==> src/rtl/mdb_pkg.sv <==
package mdb_pkg;
  localparam int WORD_W   = 32;
  localparam int N_WORDS  = 8;
  localparam int IDX_W    = $clog2(N_WORDS);
  localparam int CNT_W    = 4;
  localparam int ID_W     = 16;
  localparam int FRAG_W   = 4;
  localparam int ERR_W    = 5;
  localparam int FRAME_W  = 4 * WORD_W;
  localparam int ADDR_W   = 2 * WORD_W;
  localparam logic [1:0] PUSH_ERR   = 2'd0;
  localparam logic [1:0] PUSH_ROUTE = 2'd1;
  localparam logic [1:0] PUSH_FLUSH = 2'd2;
  localparam logic [1:0] PUSH_BAD   = 2'd3;
  localparam logic [WORD_W-1:0] FRAMELESS_KEEP = 32'h008F_FF00;
  localparam int FRAG_FLAG_BIT = 20;

  typedef struct packed {
    logic             loadEvt;
    logic             loadMark;
    logic             advance;
    logic [IDX_W-1:0] wordSel;
  } mdb_strobe_t;
endpackage

==> src/rtl/mdb_ctrl.sv <==
module mdb_ctrl
  import mdb_pkg::*;
(
  input  logic        clk,
  input  logic        rstN,
  input  logic        cfgEndMarkEn,
  input  logic        evtValid,
  input  logic [1:0]  evtPushReason,
  input  logic        ppduEnd,
  input  logic        ppduFlush,
  input  logic        outReady,
  output logic        evtReady,
  output logic        outValid,
  output logic        outLast,
  output logic        illegalPush,
  output mdb_strobe_t stb
);
  localparam logic [IDX_W-1:0] LAST_IDX = IDX_W'(N_WORDS - 1);

  logic             sending;
  logic [IDX_W-1:0] wordIdx;
  logic             markPending;
  logic             illegalQ;
  logic             takeEvt;

  always_comb begin
    evtReady     = !sending && !markPending;
    takeEvt      = evtReady && evtValid;
    stb.loadEvt  = takeEvt && (evtPushReason != PUSH_BAD);
    stb.loadMark = !sending && markPending;
    stb.advance  = sending && outReady;
    stb.wordSel  = wordIdx;
    outValid     = sending;
    outLast      = sending && (wordIdx == LAST_IDX);
    illegalPush  = illegalQ;
  end

  always_ff @(posedge clk or negedge rstN) begin
    if (!rstN) begin
      sending     <= 1'b0;
      wordIdx     <= '0;
      markPending <= 1'b0;
      illegalQ    <= 1'b0;
    end else begin
      if (stb.loadEvt || stb.loadMark) begin
        sending <= 1'b1;
        wordIdx <= '0;
      end else if (stb.advance) begin
        if (wordIdx == LAST_IDX) sending <= 1'b0;
        wordIdx <= wordIdx + 1'b1;
      end
      markPending <= (markPending && !stb.loadMark) ||
                     (cfgEndMarkEn && (ppduEnd || ppduFlush));
      illegalQ    <= takeEvt && (evtPushReason == PUSH_BAD);
    end
  end
endmodule

==> src/rtl/mdb_datapath.sv <==
module mdb_datapath
  import mdb_pkg::*;
(
  input  logic               clk,
  input  logic               rstN,
  input  logic               cfgCopyPpduId,
  input  logic [FRAME_W-1:0] evtFrameInfo,
  input  logic [ADDR_W-1:0]  evtStatAddr,
  input  logic [1:0]         evtPushReason,
  input  logic [ERR_W-1:0]   evtErrCode,
  input  logic [FRAG_W-1:0]  evtFragNum,
  input  logic               evtFramelessBar,
  input  logic               statBufUsed,
  input  logic               ppduStart,
  input  logic [ID_W-1:0]    ppduId,
  input  logic               ppduEnd,
  input  logic               ppduFlush,
  input  logic [ADDR_W-1:0]  endStatAddr,
  input  mdb_strobe_t        stb,
  output logic [WORD_W-1:0]  outData
);
  localparam logic [CNT_W-1:0] CNT_MAX = {CNT_W{1'b1}};

  logic [N_WORDS-1:0][WORD_W-1:0] descQ;
  logic [N_WORDS-1:0][WORD_W-1:0] evtDesc;
  logic [N_WORDS-1:0][WORD_W-1:0] markDesc;
  logic [CNT_W-1:0]  statCnt;
  logic [ID_W-1:0]   curId;
  logic [CNT_W-1:0]  markCnt;
  logic [ID_W-1:0]   markId;
  logic [ADDR_W-1:0] markAddr;
  logic              markFlush;
  logic [3:0][WORD_W-1:0] frameW;
  logic [FRAG_W-1:0] fragOut;
  logic [ERR_W-1:0]  errOut;
  logic [ID_W-1:0]   idOut;
  logic [ID_W-1:0]   markIdOut;

  // frame-info words, with the frameless mask applied
  genvar gi;
  generate
    for (gi = 0; gi < 4; gi++) begin : g_frame
      logic [WORD_W-1:0] rawW;
      assign rawW = evtFrameInfo[gi*WORD_W +: WORD_W];
      if (gi < 2) begin : g_clear
        assign frameW[gi] = evtFramelessBar ? '0 : rawW;
      end else if (gi == 2) begin : g_mask
        assign frameW[gi] = evtFramelessBar ? (rawW & FRAMELESS_KEEP) : rawW;
      end else begin : g_keep
        assign frameW[gi] = rawW;
      end
    end
  endgenerate

  always_comb begin
    fragOut   = frameW[2][FRAG_FLAG_BIT] ? evtFragNum : '0;
    errOut    = (evtPushReason == PUSH_ERR) ? evtErrCode : '0;
    idOut     = cfgCopyPpduId ? curId : '0;
    markIdOut = cfgCopyPpduId ? markId : '0;

    evtDesc[0] = frameW[0];
    evtDesc[1] = frameW[1];
    evtDesc[2] = frameW[2];
    evtDesc[3] = frameW[3];
    evtDesc[4] = evtStatAddr[WORD_W-1:0];
    evtDesc[5] = evtStatAddr[ADDR_W-1:WORD_W];
    evtDesc[6] = {15'd0, 1'b0, statCnt, evtFramelessBar, fragOut, errOut, evtPushReason};
    evtDesc[7] = {16'd0, idOut};

    markDesc[0] = '0;
    markDesc[1] = '0;
    markDesc[2] = '0;
    markDesc[3] = '0;
    markDesc[4] = markAddr[WORD_W-1:0];
    markDesc[5] = markAddr[ADDR_W-1:WORD_W];
    markDesc[6] = {15'd0, 1'b1, markCnt, 1'b0, {FRAG_W{1'b0}}, {ERR_W{1'b0}},
                   (markFlush ? PUSH_FLUSH : PUSH_ROUTE)};
    markDesc[7] = {16'd0, markIdOut};

    outData = descQ[stb.wordSel];
  end

  always_ff @(posedge clk or negedge rstN) begin
    if (!rstN) begin
      descQ <= '0;
    end else if (stb.loadEvt) begin
      descQ <= evtDesc;
    end else if (stb.loadMark) begin
      descQ <= markDesc;
    end
  end

  always_ff @(posedge clk or negedge rstN) begin
    if (!rstN) begin
      statCnt <= '0;
      curId   <= '0;
    end else begin
      if (ppduStart) begin
        statCnt <= statBufUsed ? CNT_W'(1) : '0;
        curId   <= ppduId;
      end else if (statBufUsed && statCnt != CNT_MAX) begin
        statCnt <= statCnt + 1'b1;
      end
    end
  end

  always_ff @(posedge clk or negedge rstN) begin
    if (!rstN) begin
      markCnt   <= '0;
      markId    <= '0;
      markAddr  <= '0;
      markFlush <= 1'b0;
    end else if (ppduEnd || ppduFlush) begin
      markCnt   <= statCnt;
      markId    <= curId;
      markAddr  <= endStatAddr;
      markFlush <= ppduFlush;
    end
  end
endmodule

==> src/rtl/mon_desc_builder.sv <==
module mon_desc_builder
  import mdb_pkg::*;
(
  input  logic           clk,
  input  logic           rstN,
  input  logic           cfgEndMarkEn,
  input  logic           cfgCopyPpduId,
  input  logic           evtValid,
  output logic           evtReady,
  input  logic [127:0]   evtFrameInfo,
  input  logic [63:0]    evtStatAddr,
  input  logic [1:0]     evtPushReason,
  input  logic [4:0]     evtErrCode,
  input  logic [3:0]     evtFragNum,
  input  logic           evtFramelessBar,
  input  logic           statBufUsed,
  input  logic           ppduStart,
  input  logic [15:0]    ppduId,
  input  logic           ppduEnd,
  input  logic           ppduFlush,
  input  logic [63:0]    endStatAddr,
  output logic           outValid,
  input  logic           outReady,
  output logic [31:0]    outData,
  output logic           outLast,
  output logic           illegalPush
);
  mdb_strobe_t stb;

  mdb_ctrl u_ctrl (
    .clk           (clk),
    .rstN          (rstN),
    .cfgEndMarkEn  (cfgEndMarkEn),
    .evtValid      (evtValid),
    .evtPushReason (evtPushReason),
    .ppduEnd       (ppduEnd),
    .ppduFlush     (ppduFlush),
    .outReady      (outReady),
    .evtReady      (evtReady),
    .outValid      (outValid),
    .outLast       (outLast),
    .illegalPush   (illegalPush),
    .stb           (stb)
  );

  mdb_datapath u_dp (
    .clk             (clk),
    .rstN            (rstN),
    .cfgCopyPpduId   (cfgCopyPpduId),
    .evtFrameInfo    (evtFrameInfo),
    .evtStatAddr     (evtStatAddr),
    .evtPushReason   (evtPushReason),
    .evtErrCode      (evtErrCode),
    .evtFragNum      (evtFragNum),
    .evtFramelessBar (evtFramelessBar),
    .statBufUsed     (statBufUsed),
    .ppduStart       (ppduStart),
    .ppduId          (ppduId),
    .ppduEnd         (ppduEnd),
    .ppduFlush       (ppduFlush),
    .endStatAddr     (endStatAddr),
    .stb             (stb),
    .outData         (outData)
  );
endmodule

==> config.mk <==
export PLATFORM = sky130hd
export DESIGN_NAME = mon_desc_builder
export DESIGN_NICKNAME = d
export VERILOG_FILES = /design/src/rtl/mdb_pkg.sv /design/src/rtl/mdb_ctrl.sv /design/src/rtl/mdb_datapath.sv /design/src/rtl/mon_desc_builder.sv
export SDC_FILE = /design/constraint.sdc
export NUM_CORES = 1
export LEC_CHECK = 0
export ABC_AREA = 1
export ABC_CLOCK_PERIOD_IN_PS = 1780
export BUFFER_PORTS_ARGS = -buffer_cell sky130_fd_sc_hd__clkbuf_2
export CORE_ASPECT_RATIO = 1.1
export CORE_UTILIZATION = 40
export DETAILED_ROUTE_END_ITERATION = 12
export GPL_TIMING_DRIVEN = 0
export PLACE_DENSITY = 0.67
export RECOVER_POWER = 100
export SLEW_MARGIN = 20
export SYNTH_ARGS = -nofsm -noshare
export SYNTH_HDL_FRONTEND = slang
export SYNTH_SLANG_ARGS = --single-unit
==> constraint.sdc <==
create_clock -name clk -period 1.78 [get_ports clk]
set_input_delay 0.534 -clock clk [delete_from_list [all_inputs] [get_ports clk]]
set_output_delay 0.534 -clock clk [all_outputs]
set_load 0.02 [all_outputs]
# --- Word level (Yosys, flattened, before mapping) ---
# Index checks and enable logic that the tools add are counted.
classes:
  add_sub_neg: 2
  n_lt_le_gt_ge: 1
  eq_ne: 4
  n_mux: 20
  n_reduce_logical: 22
op_table:
  columns: ["op", "n"]
  rows:
  - ["256-bit two-way mux", 2]
  - ["32-bit two-way mux", 4]
  - ["32-bit binary-select mux with 3-bit select", 1]
  - ["16-bit two-way mux", 2]
  - ["4-bit two-way mux", 3]
  - ["1-bit logical AND", 10]
  - ["2-bit nonzero test", 4]
  - ["3-bit two-way mux", 2]
  - ["5-bit two-way mux", 1]
  - ["4-bit by 1-bit adder with 4-bit output, second input constant", 1]
  - ["3-bit by 4-bit < comparator with 1-bit output, second input constant", 1]
  - ["1-bit two-way mux", 4]
  - ["4-bit != test, second input constant", 1]
  - ["3-bit by 1-bit adder with 3-bit output, second input constant", 1]
  - ["3-bit == test, second input constant", 1]
  - ["1-bit logical NOT", 3]
  - ["1-bit logical OR", 3]
  - ["2-bit == test, second input constant", 1]
  - ["2-bit logical NOT", 1]
  - ["2-bit two-way mux", 1]
  - ["2-bit != test, second input constant", 1]
  - ["2-bit AND reduction", 1]
word_totals:
  ff_bits: 367
  in_bits: 294
  output_inout_bits: 36
  word_cells: 67

# --- Longest topological paths before layout ---
depth:
  depth_word: 7
  ltp_mapped: 9
  ltp_nobuf: 7

# --- Cells and area by module ---
# Synthesis repeated with hierarchy kept, for this count alone.
hier_totals:
  cells_unflattened: 1890
  hier_area_um2: 15718.8
modules_own_cells:
  columns: ["mod", "instances", "cells_each", "area_each_um2", "seq_area_each_um2"]
  rows:
  - ["mdb_datapath", 1, 1846, 15348.5, 8257.9]
  - ["mdb_ctrl", 1, 44, 370.4, 150.1]

# --- Worst setup path after synthesis ---
# OpenSTA, ideal clock, no wires.
synth_path:
  path_type: "reg2out"
  startpoint: "reg u_ctrl.wordIdx[0]"
  endpoint: "out outData[12]"
  arrival_time_ps: 1394
  slack_ps: -148
  path_stages_with_launch: 9
  cell_sequence: "dfrtp_1 > buf_2 > inv_1 > buf_2 > buf_2 > nor2_1 > o21ai_0 > nand2_1 > nand2_1"
synth_between:
  elab_chain_cells: 2
synth_rtl:
  columns: ["element", "line", "rtl"]
  rows:
  - ["start: declaration", "mdb_ctrl.sv:21", "logic [IDX_W-1:0] wordIdx;"]
  - ["start signal: assignment", "mdb_ctrl.sv:50", "wordIdx <= wordIdx + 1'b1;"]
  - ["32-bit binary-select mux with 3-bit select", "mdb_datapath.sv:80", "outData = descQ[stb.wordSel];"]
  - ["32-bit two-way mux (implied by the code)", "mdb_datapath.sv:80", null]
  - ["end: declaration", "mon_desc_builder.sv:24", "output logic [31:0] outData,"]
# Every way passes these cells. The select of a mux whose other input is x is not followed.

# --- Worst setup path after layout ---
layout_path:
  startpoint: "reg u_ctrl.wordIdx[0]"
  endpoint: "out outData[5]"
# The elaborated chain is that of the path after synthesis.

==> impl_metrics.sql <==
INSERT INTO impl_metrics (metric_group, metric, value, unit) VALUES
('pwr', 'p_total', '0.0324', 'W'),
('detailed_routing', 'avgRoutedWirePerCell', '19.7', 'um'),
('status', 'violations_in_the_final_reports', 'setup timing', ''),
('status', 'status', 'complete, but fails checks', ''),
('yosys', 'yosys.area_share.adder', '0.238', '%'),
('setup_path', 'crit_path_frequent_cell', 'buf_6', ''),
('yosys', 'synth_top_family_by_area', 'simple AND/OR/NAND/NOR gates', ''),
('detailed_routing', 'ant_nets', '0', ''),
('timing', 'fin_ws', '-0.951', 'ns'),
('yosys', 'number_of_storage_elements_in_the_synthesis_netlist', '336', ''),
('layout', 'postLayoutCoreUtil', '54.6', '%'),
('grt', 'grt_usage', '27.7', '%'),
('layout', 'drive_gt1_share', '29.7', '%'),
('setup_path', 'r2r-start', 'u_ctrl.outValid', ''),
('yosys', 'syn_nets', '2248', ''),
('timing', 'timing.final.crit_share', '153', '%'),
('timing', 'timing.clock.skew', '0.0177', 'ns'),
('clock_network', 'cts_tree', 'built', ''),
('setup_path', 'endpoint_kind', 'output pin', ''),
('floorplan', 'die-width', '191', 'um'),
('yosys', 'post_synth.cell_area_avg', '8.10', 'um^2'),
('timing', 'rsz0062_at_grt', 'yes', ''),
('layout', 'most-common-layout-cells', 'nand2_1 (720), dfrtp_1 (335), clkbuf_2 (310)', ''),
('floorplan', 'start_util', '41.0', '%'),
('grt', 'global_route.overflow_total', '0', ''),
('place', 'gp_routability_congestion', '0.893', ''),
('detailed_routing', 'detail_route.first_pass.iterations', '5', ''),
('yosys', 'synth-xor-area-share', '0', '%'),
('yosys', 'synth_simple_gate_area_share', '26.2', '%'),
('clock_network', 'htree_num_levels', '2', ''),
('yosys', 'synth_warnings', '0', ''),
('grt', 'pin_count_of_the_biggest_net_entering_global_routing', '86', ''),
('detailed_routing', 'via_count', '15009', ''),
('yosys', 'yosys-top-cells-area', 'dfrtp_1 (53%), nand2_1 (18%), o21ai_0 (6.0%), nand3_1 (5.5%), mux2_2 (4.6%)', ''),
('setup_path', 'crit_path_kind', 'reg2out', ''),
('timing', 'worst_slew_margin_rel', '17.3', '%'),
('layout', 'final_common_cell', 'nand2_1', ''),
('clock_network', 'tritoncts.num_buffers', '38', ''),
('place', 'place.port_buffers', '328', ''),
('setup_path', 'timing.critical_path.from', 'u_ctrl.wordIdx[0]', ''),
('timing', 'transition_time_of_the_tightest_slew_check_pin', '1.24', 'ns'),
('floorplan', 'rows', '75', ''),
('setup_path', 'cp_cell_sequence', 'buf_6 > buf_6 > clkbuf_16 > o211ai_1 > nand2_1 > inv_2 > nand2_2 > clkbuf_2', ''),
('yosys', 'yosys.area.top_type_share', '53.2', '%'),
('timing', 'final.hold.worst_slack', '0.206', 'ns'),
('clock_network', 'clk_pin_slew_worst_paths', '0.06', 'ns'),
('setup_path', 'critical_path.slowest_cell', 'dfrtp_1', ''),
('job', 'timing.max_cap.violations', '0', ''),
('floorplan', 'die_area', '40300', 'um^2'),
('yosys', 'mappedNetlistArea', '15800', 'um^2'),
('setup_path', 'critical_path_required', '1.25', 'ns'),
('yosys', 'yosysUniqueCellTypes', '27', ''),
('floorplan', 'vert_die_dim', '210', 'um'),
('detailed_routing', 'routed_via_density', '5.20', ''),
('setup_path', 'critPathMaxStageDelay', '0.40', 'ns'),
('pwr', 'power.density_cell_area', '1540', 'nW/um^2'),
('detailed_routing', 'detail_route.wirelength', '57000', 'um'),
('timing', 'achievable-frequency', '366', 'MHz'),
('yosys', 'synth_compound_gate_area_share', '8.34', '%'),
('timing', 'hold_viol_final', '0', ''),
('layout', 'final_net_count', '2662', ''),
('layout', 'area_delta_synth_final', '33.3', '%'),
('clock_network', 'cts_max_path_bufs', '3', ''),
('grt', 'antenna_found_initial', '3', ''),
('yosys', 'ys_seq_area_share', '53.2', '%'),
('min_path', 'startpoint_of_the_worst_hold_path', 'ppduId[11]', ''),
('setup_path', 'arrival', '2.20', 'ns'),
('clock_network', 'worstSkewPairLatency', '0.54', 'ns'),
('detailed_routing', 'drt-initial-drc-count', '1224', ''),
('timing', 'timing.final.setup_violations', '507', ''),
('grt', 'via_count_of_the_first_global_routing_pass', '14974', '');
layout make-up:
class / count / area, um^2
fill: 3577 / 17500
sequential: 336 / 8410
multi-input combinational: 1338 / 6630
timing repair buffer: 377 / 2590
clock buffer: 55 / 1100
buffer: 121 / 1020
tap: 500 / 626
inverter: 153 / 599
clock inverter: 5 / 78.8
antenna: 2 / 5.00
cells in the mapped netlist:
library cell    n
o21ai_1        19
nand2_1       769
clkbuf_2        1
nand2_2         2
buf_1           8
nand3_1       175
buf_2          60
nand4_1        19
o211ai_1       16
nor3_1          1
o21ai_0       190
inv_1         149
inv_2           4
ha_1            3
buf_6           4
o21bai_1        1
nor2_4          2
dfrtp_1       336
nor2_1         52
nor2_2          1
clkbuf_1       47
buf_4           5
nand3_2         1
a31oi_1         1
o21a_1         15
mux2_2         65
a21oi_1         5
power breakdown:
group | internal, W | switching, W
registers | 0.00939 | 0.00115
logic | 0.00596 | 0.00828
clock network | 0.00453 | 0.00310
what timing repair did:
item	in CTS	in global routing
resized for setup	194	245
gates cloned	2	9
pin swaps	28	49
hold buffers	1	0
endpoints found under the setup margin	234	201
buffers inserted	18	19
hold endpoints to repair	43	0
flip-flops by register name, indices dropped and copies added, names as in the netlist:
| signal | flops |
|---|---|
| u_ctrl.wordIdx | 3 |
| u_dp.statCnt | 4 |
| u_ctrl.markPending | 1 |
| u_dp.markFlush | 1 |
| u_dp.markAddr | 64 |
| u_ctrl.illegalPush | 1 |
| u_ctrl.outValid | 1 |
| u_dp.descQ | 225 |
| u_dp.markCnt | 4 |
| u_dp.curId | 16 |
| u_dp.markId | 16 |
metal layers:
metal | global-route usage (%) | up-vias | share of wire [%]
met5 | 0 | - | 0
met4 | 11.3 | 0 | 4.1
met3 | 4.18 | 118 | 7.1
met2 | 45.7 | 640 | 48
met1 | 36.3 | 7215 | 41
li1 | - | 7036 | -
critical path, delay by kind of cell, from the launching register on:
kind | cells | cell delay [ns]
AO/OA/AOI/OAI | 1 | 0.33
AND/OR/NAND/NOR | 2 | 0.20
flip-flops | 1 | 0.40
buffers and inverters | 5 | 0.72
cells by family (layout without fill, tap and decap cells):
kind of cell	count (synthesis)	after routing
mux	65	65
other cells	0	2
flops	336	336
simple gates	1022	1023
fa+ha+maj	3	3
compound gates	247	247
buf+inv	278	711
per-stage QoR:
| step | area [um^2] | setup TNS [ns] | cells | worst slack (ns) |
|---|---|---|---|---|
| 5_1_grt | 21100 | -183.10 | 2887 | -1.02 |
| 4_1_cts | 20200 | -27.05 | 2863 | -0.894 |
| 3_5_place_dp | 18300 | -99.76 | 2783 | -0.915 |
| 6_report | 21100 | -98.88 | 2887 | -0.951 |
| 3_3_place_gp | 18200 | -2480.27 | 2779 | -7.14 |
| 2_1_floorplan | 15900 | -0.178 | 1951 | -0.0116 |
path summary, 6_finish.rpt:
check | end | slack, ns | cells past startpoint
setup / recovery | outData[5] | -0.95 | 8
hold / removal | u_dp.curId[11] | 0.21 | 3
setup reg to reg | u_dp.descQ[86] | -0.18 | 8
hold reg to reg | u_dp.descQ[75] | 0.47 | 2
max in group asynchronous | u_dp.descQ[150] | -0.35 | 4
min in group asynchronous | u_dp.curId[13] | 0.79 | 2
Power figures use the tool's default switching activity.
